<file path="src/rtl/cosin_pkg.sv">
`timescale 1ns/1ps
package cosin_pkg;
    parameter int GRP_W = 8;
    parameter int NGRP  = 6;

    typedef enum logic [1:0] {
        ST_FILL0,
        ST_FILL1,
        ST_LOAD,
        ST_WATCH
    } prime_t;
endpackage

</file>
<file path="src/rtl/cosin_sync.sv">
`timescale 1ns/1ps
module cosin_sync #(
    parameter int W = 48
) (
    input  logic         clk,
    input  logic         rst_n,
    input  logic [W-1:0] raw,
    output logic [W-1:0] samp
);
    logic [W-1:0] meta_q;
    logic [W-1:0] samp_q;

    always_ff @(posedge clk) begin
        if (!rst_n) begin
            meta_q <= '0;
            samp_q <= '0;
        end else begin
            meta_q <= raw;
            samp_q <= meta_q;
        end
    end

    assign samp = samp_q;
endmodule

</file>
<file path="src/rtl/cosin_edge.sv">
`timescale 1ns/1ps
module cosin_edge
    import cosin_pkg::*;
#(
    parameter int GW = GRP_W,
    parameter int NG = NGRP,
    localparam int W = GW * NG
) (
    input  logic          clk,
    input  logic          rst_n,
    input  logic [W-1:0]  samp,
    output logic [NG-1:0] grp_chg,
    output logic          watching
);
    prime_t       state_q, state_d;
    logic [W-1:0] hist_q;

    // state register
    always_ff @(posedge clk) begin
        if (!rst_n) state_q <= ST_FILL0;
        else        state_q <= state_d;
    end

    // transitions
    always_comb begin
        state_d = state_q;
        unique case (state_q)
            ST_FILL0: state_d = ST_FILL1;
            ST_FILL1: state_d = ST_LOAD;
            ST_LOAD:  state_d = ST_WATCH;
            ST_WATCH: state_d = ST_WATCH;
            default:  state_d = ST_FILL0;
        endcase
    end

    // outputs
    always_comb begin
        watching = (state_q == ST_WATCH);
    end

    always_ff @(posedge clk) begin
        if (!rst_n) hist_q <= '0;
        else        hist_q <= samp;
    end

    for (genvar g = 0; g < NG; g++) begin : g_grp
        assign grp_chg[g] = watching && (|(samp[g*GW +: GW] ^ hist_q[g*GW +: GW]));
    end
endmodule

</file>
<file path="src/rtl/cosin_status.sv">
`timescale 1ns/1ps
module cosin_status #(
    parameter int NG = 6
) (
    input  logic          clk,
    input  logic          rst_n,
    input  logic          en_wr,
    input  logic [NG-1:0] en_wdata,
    input  logic          clr_rd,
    input  logic [NG-1:0] grp_chg,
    output logic [NG-1:0] en_mask,
    output logic [NG-1:0] flags,
    output logic          irq
);
    logic [NG-1:0] en_q, en_d;
    logic [NG-1:0] flags_q, flags_d;

    always_comb begin
        en_d    = en_wr ? en_wdata : en_q;
        flags_d = ((clr_rd ? '0 : flags_q) | (grp_chg & en_q)) & en_d;
    end

    always_ff @(posedge clk) begin
        if (!rst_n) begin
            en_q    <= '0;
            flags_q <= '0;
        end else begin
            en_q    <= en_d;
            flags_q <= flags_d;
        end
    end

    assign en_mask = en_q;
    assign flags   = flags_q;
    assign irq     = |flags_q;
endmodule

</file>
<file path="src/rtl/cosin_input_ctrl.sv">
`timescale 1ns/1ps
module cosin_input_ctrl
    import cosin_pkg::*;
(
    input  logic                 clk,
    input  logic                 rst_n,
    input  logic [2:0]           bus_addr,
    input  logic                 bus_wr,
    input  logic                 bus_rd,
    input  logic [GRP_W-1:0]     bus_wdata,
    output logic [GRP_W-1:0]     bus_rdata,
    input  logic [GRP_W*NGRP-1:0] pin_in,
    output logic                 irq_out
);
    localparam int W       = GRP_W * NGRP;
    localparam int PAD_W   = GRP_W - NGRP - 1;
    localparam logic [2:0] CTL_ADDR = 3'd7;
    localparam logic [2:0] GAP_ADDR = 3'd3;

    logic [W-1:0]    samp;
    logic [NGRP-1:0] grp_chg;
    logic [NGRP-1:0] en_mask;
    logic [NGRP-1:0] flags_q;
    logic            watching;
    logic            ctl_wr, ctl_rd;

    assign ctl_wr = bus_wr && (bus_addr == CTL_ADDR);
    assign ctl_rd = bus_rd && (bus_addr == CTL_ADDR);

    cosin_sync #(.W(W)) u_sync (
        .clk (clk), .rst_n (rst_n), .raw (pin_in), .samp (samp)
    );

    cosin_edge #(.GW(GRP_W), .NG(NGRP)) u_edge (
        .clk (clk), .rst_n (rst_n), .samp (samp),
        .grp_chg (grp_chg), .watching (watching)
    );

    cosin_status #(.NG(NGRP)) u_stat (
        .clk (clk), .rst_n (rst_n),
        .en_wr (ctl_wr), .en_wdata (bus_wdata[NGRP-1:0]),
        .clr_rd (ctl_rd), .grp_chg (grp_chg),
        .en_mask (en_mask), .flags (flags_q), .irq (irq_out)
    );

    always_comb begin
        int g;
        g = (bus_addr < GAP_ADDR) ? int'(bus_addr) : int'(bus_addr) - 1;
        bus_rdata = '0;
        if (bus_rd) begin
            if (bus_addr == CTL_ADDR)
                bus_rdata = {{PAD_W{1'b0}}, ~irq_out, flags_q};
            else if (bus_addr != GAP_ADDR)
                bus_rdata = samp[g*GRP_W +: GRP_W];
        end
    end
endmodule

</file>
<file path="config.mk">
export PLATFORM = sky130hd
export DESIGN_NAME = cosin_input_ctrl
export DESIGN_NICKNAME = d
export VERILOG_FILES = /design/src/rtl/cosin_pkg.sv /design/src/rtl/cosin_sync.sv /design/src/rtl/cosin_edge.sv /design/src/rtl/cosin_status.sv /design/src/rtl/cosin_input_ctrl.sv
export SDC_FILE = /design/constraint.sdc
export NUM_CORES = 1
export LEC_CHECK = 0
export BUFFER_PORTS_ARGS = -buffer_cell sky130_fd_sc_hd__clkbuf_2
export CAP_MARGIN = 0
export CORE_UTILIZATION = 25
export DETAILED_ROUTE_END_ITERATION = 12
export PLACE_DENSITY = 0.5
export SYNTH_ARGS = -nofsm -noshare
export SYNTH_HDL_FRONTEND = slang
export SYNTH_HIERARCHICAL = 1
export SYNTH_SLANG_ARGS = --single-unit
</file>
<file path="constraint.sdc">
create_clock -name clk -period 5.52 [get_ports clk]
set_input_delay 1.104 -clock clk [delete_from_list [all_inputs] [get_ports clk]]
set_output_delay 1.104 -clock clk [all_outputs]
set_load 0.1 [all_outputs]
</file>
-- Word level (Yosys, flattened, before mapping)
Cells that the tools add are included.
- register bits after elaboration: 158
- input bits: 63
- add/sub/neg operators: 1
- $lt $le $gt $ge: 1
- eq/ne operators: 5
- shift operators: 1
- mux-type cells: 7
- bitwise gates (word level): 10
- reduce and logical (&&, ||, !) cells: 17
- operators by type and width (kind ; count):
    $reduce_or 8->1 ; 6
    $shiftx 48x32->8 ; 1
    $xor 8x8->8 ; 6
    $mux 29 ; 1
    $mux 8 ; 3
    $and 6x6->6 ; 2
    $mux 6 ; 2
    $logic_and 1x1->1 ; 8
    $or 6x6->6 ; 1
    $pmux 2 s3 ; 1
    $reduce_or 6->1 ; 1
    $eq 2x2->1 const B ; 2
    $sub 3x1->4 const B ; 1
    $eq 3x3->1 const B ; 1
    $lt 3x2->1 const B ; 1
    $ne 3x2->1 const B ; 1
    $eq 2x1->1 const B ; 1
    $logic_not 2->1 ; 1
    $reduce_or 2->1 ; 1
    $not 1->1 ; 1

-- Depth between registers and ports, before layout
- depth in word-level cells: 6
- depth in mapped cells: 10

-- By module
Netlist, hierarchy kept.
- by module, submodules not included (module ; instances ; cells each ; area each (µm²) ; sequential area each (µm²)):
    cosin_sync ; 1 ; 202 ; 2603.7 ; 1921.8
    cosin_edge ; 1 ; 174 ; 1873.0 ; 1001.0
    cosin_input_ctrl ; 1 ; 136 ; 933.4 ; 0.0
    cosin_status ; 1 ; 48 ; 491.7 ; 240.2

-- Worst setup path after synthesis
OpenSTA, ideal clock, no wires.
- path type: in2out
- from: in bus_addr[0]
- to: out bus_rdata[0]
- arrival: 4.048 ns
- data required time: 4.416 ns
- path slack: 0.368 ns
- cell stages on the path: 10
- buffers on the path: 4
- cells stage by stage: buf_6 inv_1 buf_2 buf_2 ha_1 buf_2 o21ai_1 o22ai_1 o21a_1 o211ai_1
- longest elaborated chain between the ends: 6
- elaborated cells on any way between the ends: 9
- those cells by class: add/sub (1); order compare (1); eq/ne (2); shift (1); mux (4)
- ends and longest elaborated chain (item ; RTL line ; source):
    start, declared ; cosin_input_ctrl.sv:7 ; input logic [2:0] bus_addr,
    $sub 3x1->4 / $lt 3x2->1 (equally long branches) ; cosin_input_ctrl.sv:48 ; g = (bus_addr < GAP_ADDR) ? int'(bus_addr) : int'(bus_addr) - 1;
    $mux 29 ; cosin_input_ctrl.sv:48 ;
    $shiftx 48x32->8 ; cosin_input_ctrl.sv:54 ; bus_rdata = samp[g*GRP_W +: GRP_W];
    $mux 8 ; cosin_input_ctrl.sv:53 ; else if (bus_addr != GAP_ADDR)
    $mux 8 * ; cosin_input_ctrl.sv:51 ; if (bus_addr == CTL_ADDR)
    $mux 8 * ; cosin_input_ctrl.sv:50 ; if (bus_rd) begin
    end, declared ; cosin_input_ctrl.sv:11 ; output logic [GRP_W-1:0] bus_rdata,
Every way passes the cells marked *; elsewhere a longest branch is shown, timed or not.

-- Final worst setup path
- from: in bus_addr[1]
- to: out bus_rdata[3]
Same word-level chain as after synthesis.

==> results.sh <==
export IMPL_grtUsageMet3_pct=2.39
export IMPL_drv_cap=0
export IMPL_rr_worst_depth=5
export IMPL_core_area_sq_mm=0.0229
export IMPL_layout_cells_non_filler=942
export IMPL_status="completed"
export IMPL_pin_count=72
export IMPL_gp_congestion=0.767
export IMPL_path_class="in -> out"
export IMPL_drcViolationCount=0
export IMPL_root_buffer="clkbuf_16"
export IMPL_postSynthCellCount=559
export IMPL_die_x_um=156
export IMPL_worst_slew_margin_rel_pct=44.1
export IMPL_wl_per_cell_um=13.3
export IMPL_ir_drop_v=0.000165
export IMPL_final_max_slew_violation_count=0
export IMPL_grt_pass1_vias=3736
export IMPL_drt_wl_total_um=12600
export IMPL_drt_iter0_drc=251
export IMPL_setup_violations=0
export IMPL_finalCritPeriodShare_pct=85.6
export IMPL_cp_arrival_ns=3.62
export IMPL_placed_cell_area_sq_mm=0.00645
export IMPL_drive_above_1_share_pct=17.8
export IMPL_hold_viol_final=0
export IMPL_crit_path_max_fanout=20
export IMPL_layout_min_cycle_time_ns=4.73
export IMPL_grtUsageTotal_pct=11.1
export IMPL_clock_skew_ns=0.00965
export IMPL_yosys_warnings=6
export IMPL_fin_setup_tns_ns=0
export IMPL_syn2layout_area_growth_pct=19.1
export IMPL_num_rows=55
export IMPL_dieArea_sq_mm=0.0242
export IMPL_grt_pass1_wl_um=20200
export IMPL_antenna_found_initial=0
export IMPL_end_kind="output port"
export IMPL_port_buffers=69
export IMPL_hold_class="reg -> reg"
export IMPL_ctsResizeCount=0
export IMPL_grt_use_met2_pct=15.8
export IMPL_final_antenna_net_count=0
export IMPL_placed_cells=910
export IMPL_grt_ovfl_total=0
export IMPL_fin_nets=681
export IMPL_htreeDepth=4
export IMPL_dr_total_vias=3915
export IMPL_cts_buffers=17
export IMPL_die_h_um=156
export IMPL_fill_cells=2396
export IMPL_tightestPinTransition_ns=0.838
export IMPL_path_clk_slew_ns=0.06
export IMPL_utilization_pct=30.7
export IMPL_grt_busiest_layer="met2"
export IMPL_start_util_pct=25.7
export IMPL_pwr_density_cell_mw_per_mm2=360
export IMPL_holdBufCountCts=0
export IMPL_syn_cell_area_sq_mm=0.00590
export IMPL_dp_hpwl_um=9160
export IMPL_crit_path_start_kind="input pin"
export IMPL_clock_latency_ns=0.41
export IMPL_grtUsageMet1_pct=15.6
export IMPL_firstDrtPassIters=4
export IMPL_hold_depth=1
export IMPL_rsz0062_at_grt="no"
export IMPL_leakage_nw=2.99
export IMPL_synth_nets=624
export IMPL_post_cts_buffers=0
export IMPL_cts_tree="yes"
export IMPL_crit_required_ns=4.42
export IMPL_final_area_sq_mm=0.00703
export IMPL_grt_max_degree=117
export IMPL_max_freq_ghz=0.212
export IMPL_post_place_ws_ns=0.819
export IMPL_viasPerCell=4.16
export IMPL_avgSynthCellArea_sq_um=10.6
export IMPL_setup_ws_ns=0.792
export IMPL_clockBufferDepth=2
export IMPL_cts_sinks=158
export IMPL_antennaDiodeCount=0
-- registers in the layout (all words and copies together) (netlist names) --
signal and cells:
u_edge/hist_q 48, u_stat/flags 6, u_stat/en_mask 6, u_sync/meta_q 48, u_sync/samp 48, u_edge/state_q 2
-- final cells by class --
| class | instances | area [sq um] | area share (%) |
|---|---|---|---|
| Multi-Input combinational cell | 362 | 2500 | 35.6 |
| Inverter | 4 | 15.0 | 0.214 |
| Tap cell | 313 | 392 | 5.57 |
| Clock buffer | 18 | 429 | 6.11 |
| Clock inverter | 14 | 150 | 2.14 |
| Timing Repair Buffer | 73 | 375 | 5.34 |
| Sequential cell | 158 | 3160 | 45.0 |
-- where the power goes --
part | switching [W] | internal, W
Combinational | 0.000120 | 0.0000807
Sequential | 0.0000275 | 0.00118
Clock | 0.000513 | 0.000605
-- final timing paths --
path / end / startpoint / slack [ns]
hold / removal: u_sync/samp[16] / u_sync/meta_q[16] / 0.43
setup reg to reg: u_stat/flags[4] / u_sync/samp[33] / 4.10
setup / recovery: bus_rdata[3] / bus_addr[1] / 0.79
hold reg to reg: u_sync/samp[16] / u_sync/meta_q[16] / 0.43
-- routing by layer --
metal  wire (um)  part of all wire (%)
met3         531                   4.2
met5           0                     0
met4         211                   1.7
met2        5420                    43
met1        6410                    51
-- critical path, stage by stage --
cell	delay (ns)
clkbuf_2	0.22
inv_1	0.07
ha_1	0.70
and2_1	0.38
a221oi_1	0.14
a311o_1	0.33
o211ai_1	0.16
clkbuf_2	0.52
-- through the flow --
step | hold WS (ns) | power [W]
after floorplan | 0.412 | 0.00138
after global placement | 0.416 | 0.00144
after detailed placement | 0.418 | 0.00144
after CTS | 0.431 | 0.00257
after global routing | 0.440 | 0.00265
final | 0.427 | 0.00253
-- layout by cell type (no fill, tap or decap), drive strengths merged, types with 2 or more instances in the layout --
| cell type | instances |
|---|---|
| dfxtp | 158 |
| and2 | 145 |
| clkbuf | 86 |
| xor2 | 48 |
| nand2 | 23 |
| o221ai | 13 |
| nor4 | 13 |
| inv | 12 |
| nor2 | 9 |
| a21oi | 9 |
| nand2b | 8 |
| o211ai | 8 |
| o21ai | 8 |
| o32a | 7 |
| nand3 | 7 |
| a221oi | 7 |
| o21a | 7 |
| o22ai | 6 |
| a311o | 6 |
| mux2i | 6 |
| a211oi | 6 |
| buf | 5 |
| clkinv | 4 |
| nand3b | 3 |
| and3 | 3 |
| nor2b | 3 |
| ha | 2 |
| clkinvlp | 2 |
Power figures use the tool's default switching activity.
